==> config.mk <==
export PLATFORM = sky130hd
export DESIGN_NAME = gs_frame_shifter
export DESIGN_NICKNAME = d
export VERILOG_FILES = /design/src/rtl/gsf_pkg.sv /design/src/rtl/gsf_store.sv /design/src/rtl/gsf_clkdiv.sv /design/src/rtl/gsf_shifter.sv /design/src/rtl/gs_frame_shifter.sv
export SDC_FILE = /design/constraint.sdc
export NUM_CORES = 2
export LEC_CHECK = 0
export BUFFER_PORTS_ARGS = -buffer_cell sky130_fd_sc_hd__buf_4
export CORE_ASPECT_RATIO = 1.25
export CORE_MARGIN = 2
export CORE_UTILIZATION = 63
export CTS_BUF_LIST = sky130_fd_sc_hd__clkbuf_8 sky130_fd_sc_hd__clkbuf_16
export DETAILED_ROUTE_END_ITERATION = 16
export PLACE_DENSITY = 0.84
export SYNTH_ARGS = -nofsm -noshare
export SYNTH_HDL_FRONTEND = slang
export SYNTH_SLANG_ARGS = --single-unit
==> constraint.sdc <==
create_clock -name clk -period 6.35 [get_ports clk]
set_input_delay 1.905 -clock clk [delete_from_list [all_inputs] [get_ports clk]]
set_output_delay 1.905 -clock clk [all_outputs]
set_load 0.01 [all_outputs]
==> src/rtl/gsf_pkg.sv <==
`timescale 1ns/1ps
// Shared constants for the grayscale frame shifter.
// Assumes the chain geometry is fixed: 16 channels of 12 bits per chip.
package gsf_pkg;
    localparam int CH_PER_CHIP    = 16;
    localparam int GS_W           = 12;
    localparam int BITS_PER_CHIP  = CH_PER_CHIP * GS_W;
    localparam int BYTES_PER_CHIP = BITS_PER_CHIP / 8;
endpackage

==> src/rtl/gsf_store.sv <==
`timescale 1ns/1ps
// Packed frame store. It holds every channel level in wire order. Byte 0
// is sent first, and within a byte bit 7 goes first. Channel writes are
// merged nibble by nibble, so the channel that shares a byte is kept.
// Assumes an even channel count, which holds for 16 channels per chip.
module gsf_store
    import gsf_pkg::*;
#(
    parameter int NUM_CHIPS = 2,
    parameter int IDX_W     = 6
) (
    input  logic                  clk,
    input  logic                  rst_n,
    input  logic                  wr_en,
    input  logic [IDX_W-1:0]      wr_idx,
    input  logic [GS_W-1:0]       wr_data,
    output logic [NUM_CHIPS*BITS_PER_CHIP-1:0] frame_flat
);
    localparam int NCH    = NUM_CHIPS * CH_PER_CHIP;
    localparam int NBYTES = NUM_CHIPS * BYTES_PER_CHIP;
    localparam int NBITS  = NBYTES * 8;
    localparam int BI_W   = $clog2(NBYTES) + 2;
    localparam logic [IDX_W-1:0] NCH_V = IDX_W'(NCH);

    logic            wr_ok;
    logic            odd_ch;
    logic [IDX_W-1:0] pos;
    logic [BI_W-1:0]  pos_ext;
    logic [BI_W-1:0]  di;
    logic [BI_W-1:0]  di_next;

    // Decode the write: range check, parity, and the first byte it touches.
    always_comb begin
        wr_ok   = wr_en && (wr_idx < NCH_V);
        odd_ch  = wr_idx[0];
        pos     = NCH_V - IDX_W'(1) - wr_idx;
        pos_ext = BI_W'(pos);
        di      = (pos_ext + (pos_ext << 1)) >> 1;
        di_next = di + BI_W'(1);
    end

    for (genvar b = 0; b < NBYTES; b++) begin : g_byte
        logic [3:0] hi_q;
        logic [3:0] lo_q;
        logic       hit_first;
        logic       hit_second;

        assign hit_first  = wr_ok && (di == BI_W'(b));
        assign hit_second = wr_ok && (di_next == BI_W'(b));

        // Merge the written nibbles into this byte; untouched nibbles hold.
        always_ff @(posedge clk) begin
            if (!rst_n) begin
                hi_q <= '0;
                lo_q <= '0;
            end else if (hit_first && odd_ch) begin
                hi_q <= wr_data[11:8];
                lo_q <= wr_data[7:4];
            end else if (hit_first) begin
                lo_q <= wr_data[11:8];
            end else if (hit_second && odd_ch) begin
                hi_q <= wr_data[3:0];
            end else if (hit_second) begin
                hi_q <= wr_data[7:4];
                lo_q <= wr_data[3:0];
            end
        end

        assign frame_flat[NBITS-1-8*b -: 8] = {hi_q, lo_q};
    end
endmodule

==> src/rtl/gsf_clkdiv.sv <==
`timescale 1ns/1ps
// Serial clock generator. It latches the half period at launch and
// toggles sclk every div+1 cycles while a frame runs. It flags the cycle
// in which sclk falls, so the shifter can move to the next bit.
// Assumes load and run are never high in the same cycle.
module gsf_clkdiv #(
    parameter int DIV_W = 8
) (
    input  logic             clk,
    input  logic             rst_n,
    input  logic             load,
    input  logic             run,
    input  logic [DIV_W-1:0] div_in,
    output logic             sclk,
    output logic             fall_tick
);
    logic [DIV_W-1:0] div_q;
    logic [DIV_W-1:0] cnt_q;
    logic             sclk_q;
    logic             half_end;

    // A half period ends when the counter reaches the latched divider.
    assign half_end  = run && (cnt_q == div_q);
    assign fall_tick = half_end && sclk_q;
    assign sclk      = sclk_q;

    // Count half periods and toggle the serial clock; idle low.
    always_ff @(posedge clk) begin
        if (!rst_n) begin
            div_q  <= '0;
            cnt_q  <= '0;
            sclk_q <= 1'b0;
        end else if (load) begin
            div_q  <= div_in;
            cnt_q  <= '0;
            sclk_q <= 1'b0;
        end else if (half_end) begin
            cnt_q  <= '0;
            sclk_q <= !sclk_q;
        end else if (run) begin
            cnt_q  <= cnt_q + DIV_W'(1);
        end else begin
            cnt_q  <= '0;
            sclk_q <= 1'b0;
        end
    end
endmodule

==> src/rtl/gsf_shifter.sv <==
`timescale 1ns/1ps
// Frame shifter. On an accepted start it copies the packed frame into a
// shift register and presents its top bit on mosi. It advances one bit on
// each falling sclk edge, and pulses done after the last bit.
// Assumes fall_tick comes from a divider that was loaded by launch.
module gsf_shifter
    import gsf_pkg::*;
#(
    parameter int NBITS = 384
) (
    input  logic             clk,
    input  logic             rst_n,
    input  logic             start,
    input  logic             fall_tick,
    input  logic [NBITS-1:0] frame_in,
    output logic             launch,
    output logic             busy,
    output logic             mosi,
    output logic             done
);
    localparam int CNT_W = $clog2(NBITS);
    localparam logic [CNT_W-1:0] LAST = CNT_W'(NBITS - 1);

    typedef enum logic {ST_IDLE, ST_SHIFT} shift_state_e;

    shift_state_e     state_q;
    logic [NBITS-1:0] sh_q;
    logic [CNT_W-1:0] cnt_q;
    logic             done_q;

    // Only an idle shifter accepts a start.
    assign launch = start && (state_q == ST_IDLE);
    assign busy   = (state_q == ST_SHIFT);
    assign mosi   = busy && sh_q[NBITS-1];
    assign done   = done_q;

    // Snapshot, shift on falling edges, and close the frame after the last bit.
    always_ff @(posedge clk) begin
        if (!rst_n) begin
            state_q <= ST_IDLE;
            sh_q    <= '0;
            cnt_q   <= '0;
            done_q  <= 1'b0;
        end else begin
            done_q <= 1'b0;
            if (launch) begin
                state_q <= ST_SHIFT;
                sh_q    <= frame_in;
                cnt_q   <= '0;
            end else if (busy && fall_tick) begin
                if (cnt_q == LAST) begin
                    state_q <= ST_IDLE;
                    done_q  <= 1'b1;
                end else begin
                    sh_q  <= sh_q << 1;
                    cnt_q <= cnt_q + CNT_W'(1);
                end
            end
        end
    end
endmodule

==> src/rtl/gs_frame_shifter.sv <==
`timescale 1ns/1ps
// Top level of the grayscale frame shifter. It ties the packed store,
// the serial clock divider and the frame shifter together.
// Assumes the sequencer waits for done before it strobes the chip latch.
module gs_frame_shifter
    import gsf_pkg::*;
#(
    parameter int NUM_CHIPS = 2,
    parameter int DIV_W     = 8,
    parameter int IDX_W     = $clog2(NUM_CHIPS * CH_PER_CHIP) + 1
) (
    input  logic             clk,
    input  logic             rst_n,
    input  logic [DIV_W-1:0] div_cfg,
    input  logic             start,
    input  logic             wr_en,
    input  logic [IDX_W-1:0] wr_idx,
    input  logic [11:0]      wr_data,
    output logic             busy,
    output logic             done,
    output logic             sclk,
    output logic             mosi
);
    localparam int NBITS = NUM_CHIPS * BITS_PER_CHIP;

    logic [NBITS-1:0] frame_flat;
    logic             launch;
    logic             fall_tick;

    gsf_store #(
        .NUM_CHIPS (NUM_CHIPS),
        .IDX_W     (IDX_W)
    ) i_store (
        .clk        (clk),
        .rst_n      (rst_n),
        .wr_en      (wr_en),
        .wr_idx     (wr_idx),
        .wr_data    (wr_data),
        .frame_flat (frame_flat)
    );

    gsf_clkdiv #(
        .DIV_W (DIV_W)
    ) i_clkdiv (
        .clk       (clk),
        .rst_n     (rst_n),
        .load      (launch),
        .run       (busy),
        .div_in    (div_cfg),
        .sclk      (sclk),
        .fall_tick (fall_tick)
    );

    gsf_shifter #(
        .NBITS (NBITS)
    ) i_shifter (
        .clk       (clk),
        .rst_n     (rst_n),
        .start     (start),
        .fall_tick (fall_tick),
        .frame_in  (frame_flat),
        .launch    (launch),
        .busy      (busy),
        .mosi      (mosi),
        .done      (done)
    );
endmodule

==> results summary <==
The flow ran to the end, and the final reports show no timing, DRC or antenna violations. The fraction of final layout cells sized beyond drive strength 1 is 7.86%. For this run, the register share of the synthesized area comes to 44.9%.

Based on the critical path, the design can be clocked at up to 195 MHz. The total power density per cell area came out at 289 nW/um2. The cell with the most instances after synthesis is sky130_fd_sc_hd__nand2_1.

Of the total power, the share spent switching nets is 27.0%. The initial antenna violation count was 2. Setup repair after global routing left no endpoint under its margin. The core outline area came out at 55800 um2. The cell with the biggest individual delay on the critical path is sky130_fd_sc_hd__or2_2.

The data required time of the critical path is 6.82 ns. The tightest slew margin relative to the limit is 16.2%. TritonCTS created 76 clock buffers. The clock network is responsible for 41.3% of the overall power.

For this configuration, the core starts out at a cell density of 63.5%. TritonCTS built the clock tree. The number of synthesized register bits is 796. The leakage power is 0.0130 uW. The post-DP HPWL is 69.1 mm.

The insertion delay to the later sink of the worst-skew pair is 0.63 ns. The count of nets after finishing came out at 4236. The proportion of register bits with asynchronous set or reset after synthesis is 0%. The DRC violations left came out at 0. The number of I/O pins is 34. The final-layout fill cell count is 4349.

The proportion of netlist area held by the largest area contributor is 44.9%. The data arrival time of the critical path came out at 5.60 ns. The count of flip-flops with a built-in enable after synthesis came out at 0.

The die extent in y came out at 269 um. The total buffers and inverters traversed by the critical path came out at 3. The count of routing violations after the opening detailed-route iteration is 4999. The actual transition at the worst max-transition pin came out at 1.26 ns. The weighted congestion at the end of routability-driven global placement is 1.01. The sink count of the clock tree came out at 796. The cell area that synthesis handed to floorplanning was 35500 um2.

The commonest cells after synthesis are sky130_fd_sc_hd__nand2_1, sky130_fd_sc_hd__dfxtp_1, sky130_fd_sc_hd__nor2_1. From synthesis to final layout, the design area changed by 8.70%. The clock input transition at the sequential cells of the worst setup and hold paths is 0.06 ns. The final setup skew is 0.0303 ns.

Global routing consumed, over all layers together, 38.4% of the routing resources. The synthesized netlist net count came out at 4446. The number of hold-repair buffers added at the cts stage came out at 0. The wire length per cell is 23.2 um.

Walking the worst path, the cells encountered are buf_4, inv_1, ha_1, fa_1, xnor2_1, buf_4, or4_4, xnor2_4, or2_2, nor2_1, a32oi_1, a21oi_1. The pin count of the biggest net entering global routing came out at 202. STA classifies the critical path endpoint as a flip-flop. The peak per-stage delay on the critical path is 0.99 ns. The final worst-path cycle share is 80.8%. The largest total area in the synthesized netlist belongs to sky130_fd_sc_hd__dfxtp_1. The design draws 11100 uW. Once the clock tree was built, the setup fixing pass inserted 0 buffers. The number of nets with antenna violations after routing is 0. A synthesized cell averages 8.05 um2.

The clock root buffer master is sky130_fd_sc_hd__clkbuf_16. The via count of the first global-routing pass came to 31600. The final max-slew violation count came out at 0. The post-CTS resize count is 0. STA classifies the critical path startpoint as a primary input. For this run, the leading register cell type out of synthesis is sky130_fd_sc_hd__dfxtp_1. The total routed wirelength came out at 116 mm. The number of setup violations in the final report came out at 0.

The wire length of the first global-routing pass is 178 mm. The number of levels in the clock H-tree is 3. The minimum period implied by the final worst setup slack is 5.13 ns. The part of the total power dissipated in sequential elements came out at 47.6%. The area of the die came out at 58200 um2. The internal power came out at 8130 uW. Grouping stages by cell kind, the critical path spends the most delay in simple AND/OR/NAND/NOR gates. The gate count after technology mapping came out at 4406. The count of buffers added on input and output ports is 33. The most used cell along the critical path is sky130_fd_sc_hd__buf_4.

The floorplan row count came out at 97. Counting distinct cell types in the post-synthesis netlist gives 76. Per report_power, the combinational group accounts for 11.1% of the total.

In the final timing run, aggregate negative setup slack is 0 ns. The net switching power of the design came out at 3010 uW. The worst IR drop on VDD is 0.218 mV. The critical path is of the in -> reg type. The maximum number of buffers from clock root to sink is 3. The via count of the routed design is 34200. Using the TritonRoute via totals, the vias-per-cell ratio works out to 6.85.

The worst-path maximum fanout is 26. The die width came out at 216 um. The min-delay analysis places its worst path in the category reg -> reg. The number of warnings issued by yosys is 0. The count of maximum capacitance violations came out at 0. On the final layout, the worst hold slack is 0.454 ns. After synthesis, the cell types taking the most area are sky130_fd_sc_hd__dfxtp_1, sky130_fd_sc_hd__nand2_1, sky130_fd_sc_hd__a311oi_1. Global routing finished with a remaining overflow of 0. The number of endpoints with negative hold slack in the final report was 0.

The first-pass iteration count of the detailed router is 7.
[flip-flops by register name, indices dropped and copies added, names as in the netlist]
signal and cells:
i_shifter.done 1, i_clkdiv.div_q 8, i_clkdiv.cnt_q 8, i_clkdiv.sclk 1
i_store.g_byte.hi_q 192, i_shifter.busy 1, i_shifter.cnt_q 9, i_shifter.sh_q 384
i_store.g_byte.lo_q 192
[per-stage QoR]
stage               instance area [um2]  cells  util (%)  setup WS, ns
detailed placement                36100   4860      64.6         0.669
floorplan                         35500   4406         -          1.25
global placement                  36100   4860      64.6         0.740
global route                      38500   4990      69.0          1.07
CTS                               38500   4990      69.0          1.33
finish                            38600   4992      69.1          1.22
[cell families after synthesis]
logic type	synth area share [%]
compound gates	23.9
xor+xnor	0.621
fa+ha+maj	0.374
buf+inv	5.02
flops	44.9
mux	4.26
simple gates	20.9
[tightest hold or removal path, cell delays in order (launching register included)]
cell,delay [ns]
sky130_fd_sc_hd__dfxtp_1,0.31
sky130_fd_sc_hd__nand2_1,0.05
sky130_fd_sc_hd__a21oi_1,0.05
[placed cells by master, fill, tap and decap left out, types with 79 or more instances in the layout]
cell type,instances
sky130_fd_sc_hd__dfxtp_1,796
sky130_fd_sc_hd__a21oi_1,221
sky130_fd_sc_hd__buf_4,116
sky130_fd_sc_hd__mux2i_1,140
sky130_fd_sc_hd__nor2_1,599
sky130_fd_sc_hd__a311oi_1,388
sky130_fd_sc_hd__o21ai_0,189
sky130_fd_sc_hd__clkbuf_16,79
sky130_fd_sc_hd__o22ai_1,89
sky130_fd_sc_hd__nand2_1,954
[worst paths after layout]
path,start,end,slack (ns),cells after the start
hold reg to reg,i_store.g_byte[28].lo_q[0],i_store.g_byte[28].lo_q[0],0.45,2
setup reg to reg,i_shifter.cnt_q[0],i_shifter.sh_q[368],3.09,7
setup / recovery,wr_idx[1],i_store.g_byte[27].hi_q[1],1.22,12
hold / removal,i_store.g_byte[28].lo_q[0],i_store.g_byte[28].lo_q[0],0.45,2
[power by group through the flow]
stage,Combinational (uW),Clock (uW),Sequential (uW)
CTS,1180,4600,5300
global route,1290,4790,5320
global placement,1150,0,5400
detailed placement,1170,0,5400
floorplan,786,0,5370
finish,1230,4610,5300
[layer usage]
metal  GRT usage (%)  routed length [um]  vias up
li1                -                   -    15400
met1            48.3               43000    16000
met2            58.3               50000     2160
met3            9.33               13900      668
met4            25.8                9060        2
met5               0                  13        -
[final cells by class]
| cell class | count | area, um2 | area share [%] |
|---|---|---|---|
| Clock buffer | 100 | 2270 | 5.88 |
| Tap cell | 742 | 928 | 2.41 |
| Timing Repair Buffer | 135 | 1250 | 3.25 |
| Antenna cell | 2 | 5.00 | 0.0130 |
| Inverter | 29 | 116 | 0.302 |
| Sequential cell | 796 | 15900 | 41.3 |
| Multi-Input combinational cell | 3158 | 17800 | 46.2 |
| Clock inverter | 30 | 223 | 0.578 |
No activity file was read; power rests on OpenSTA's default activity.
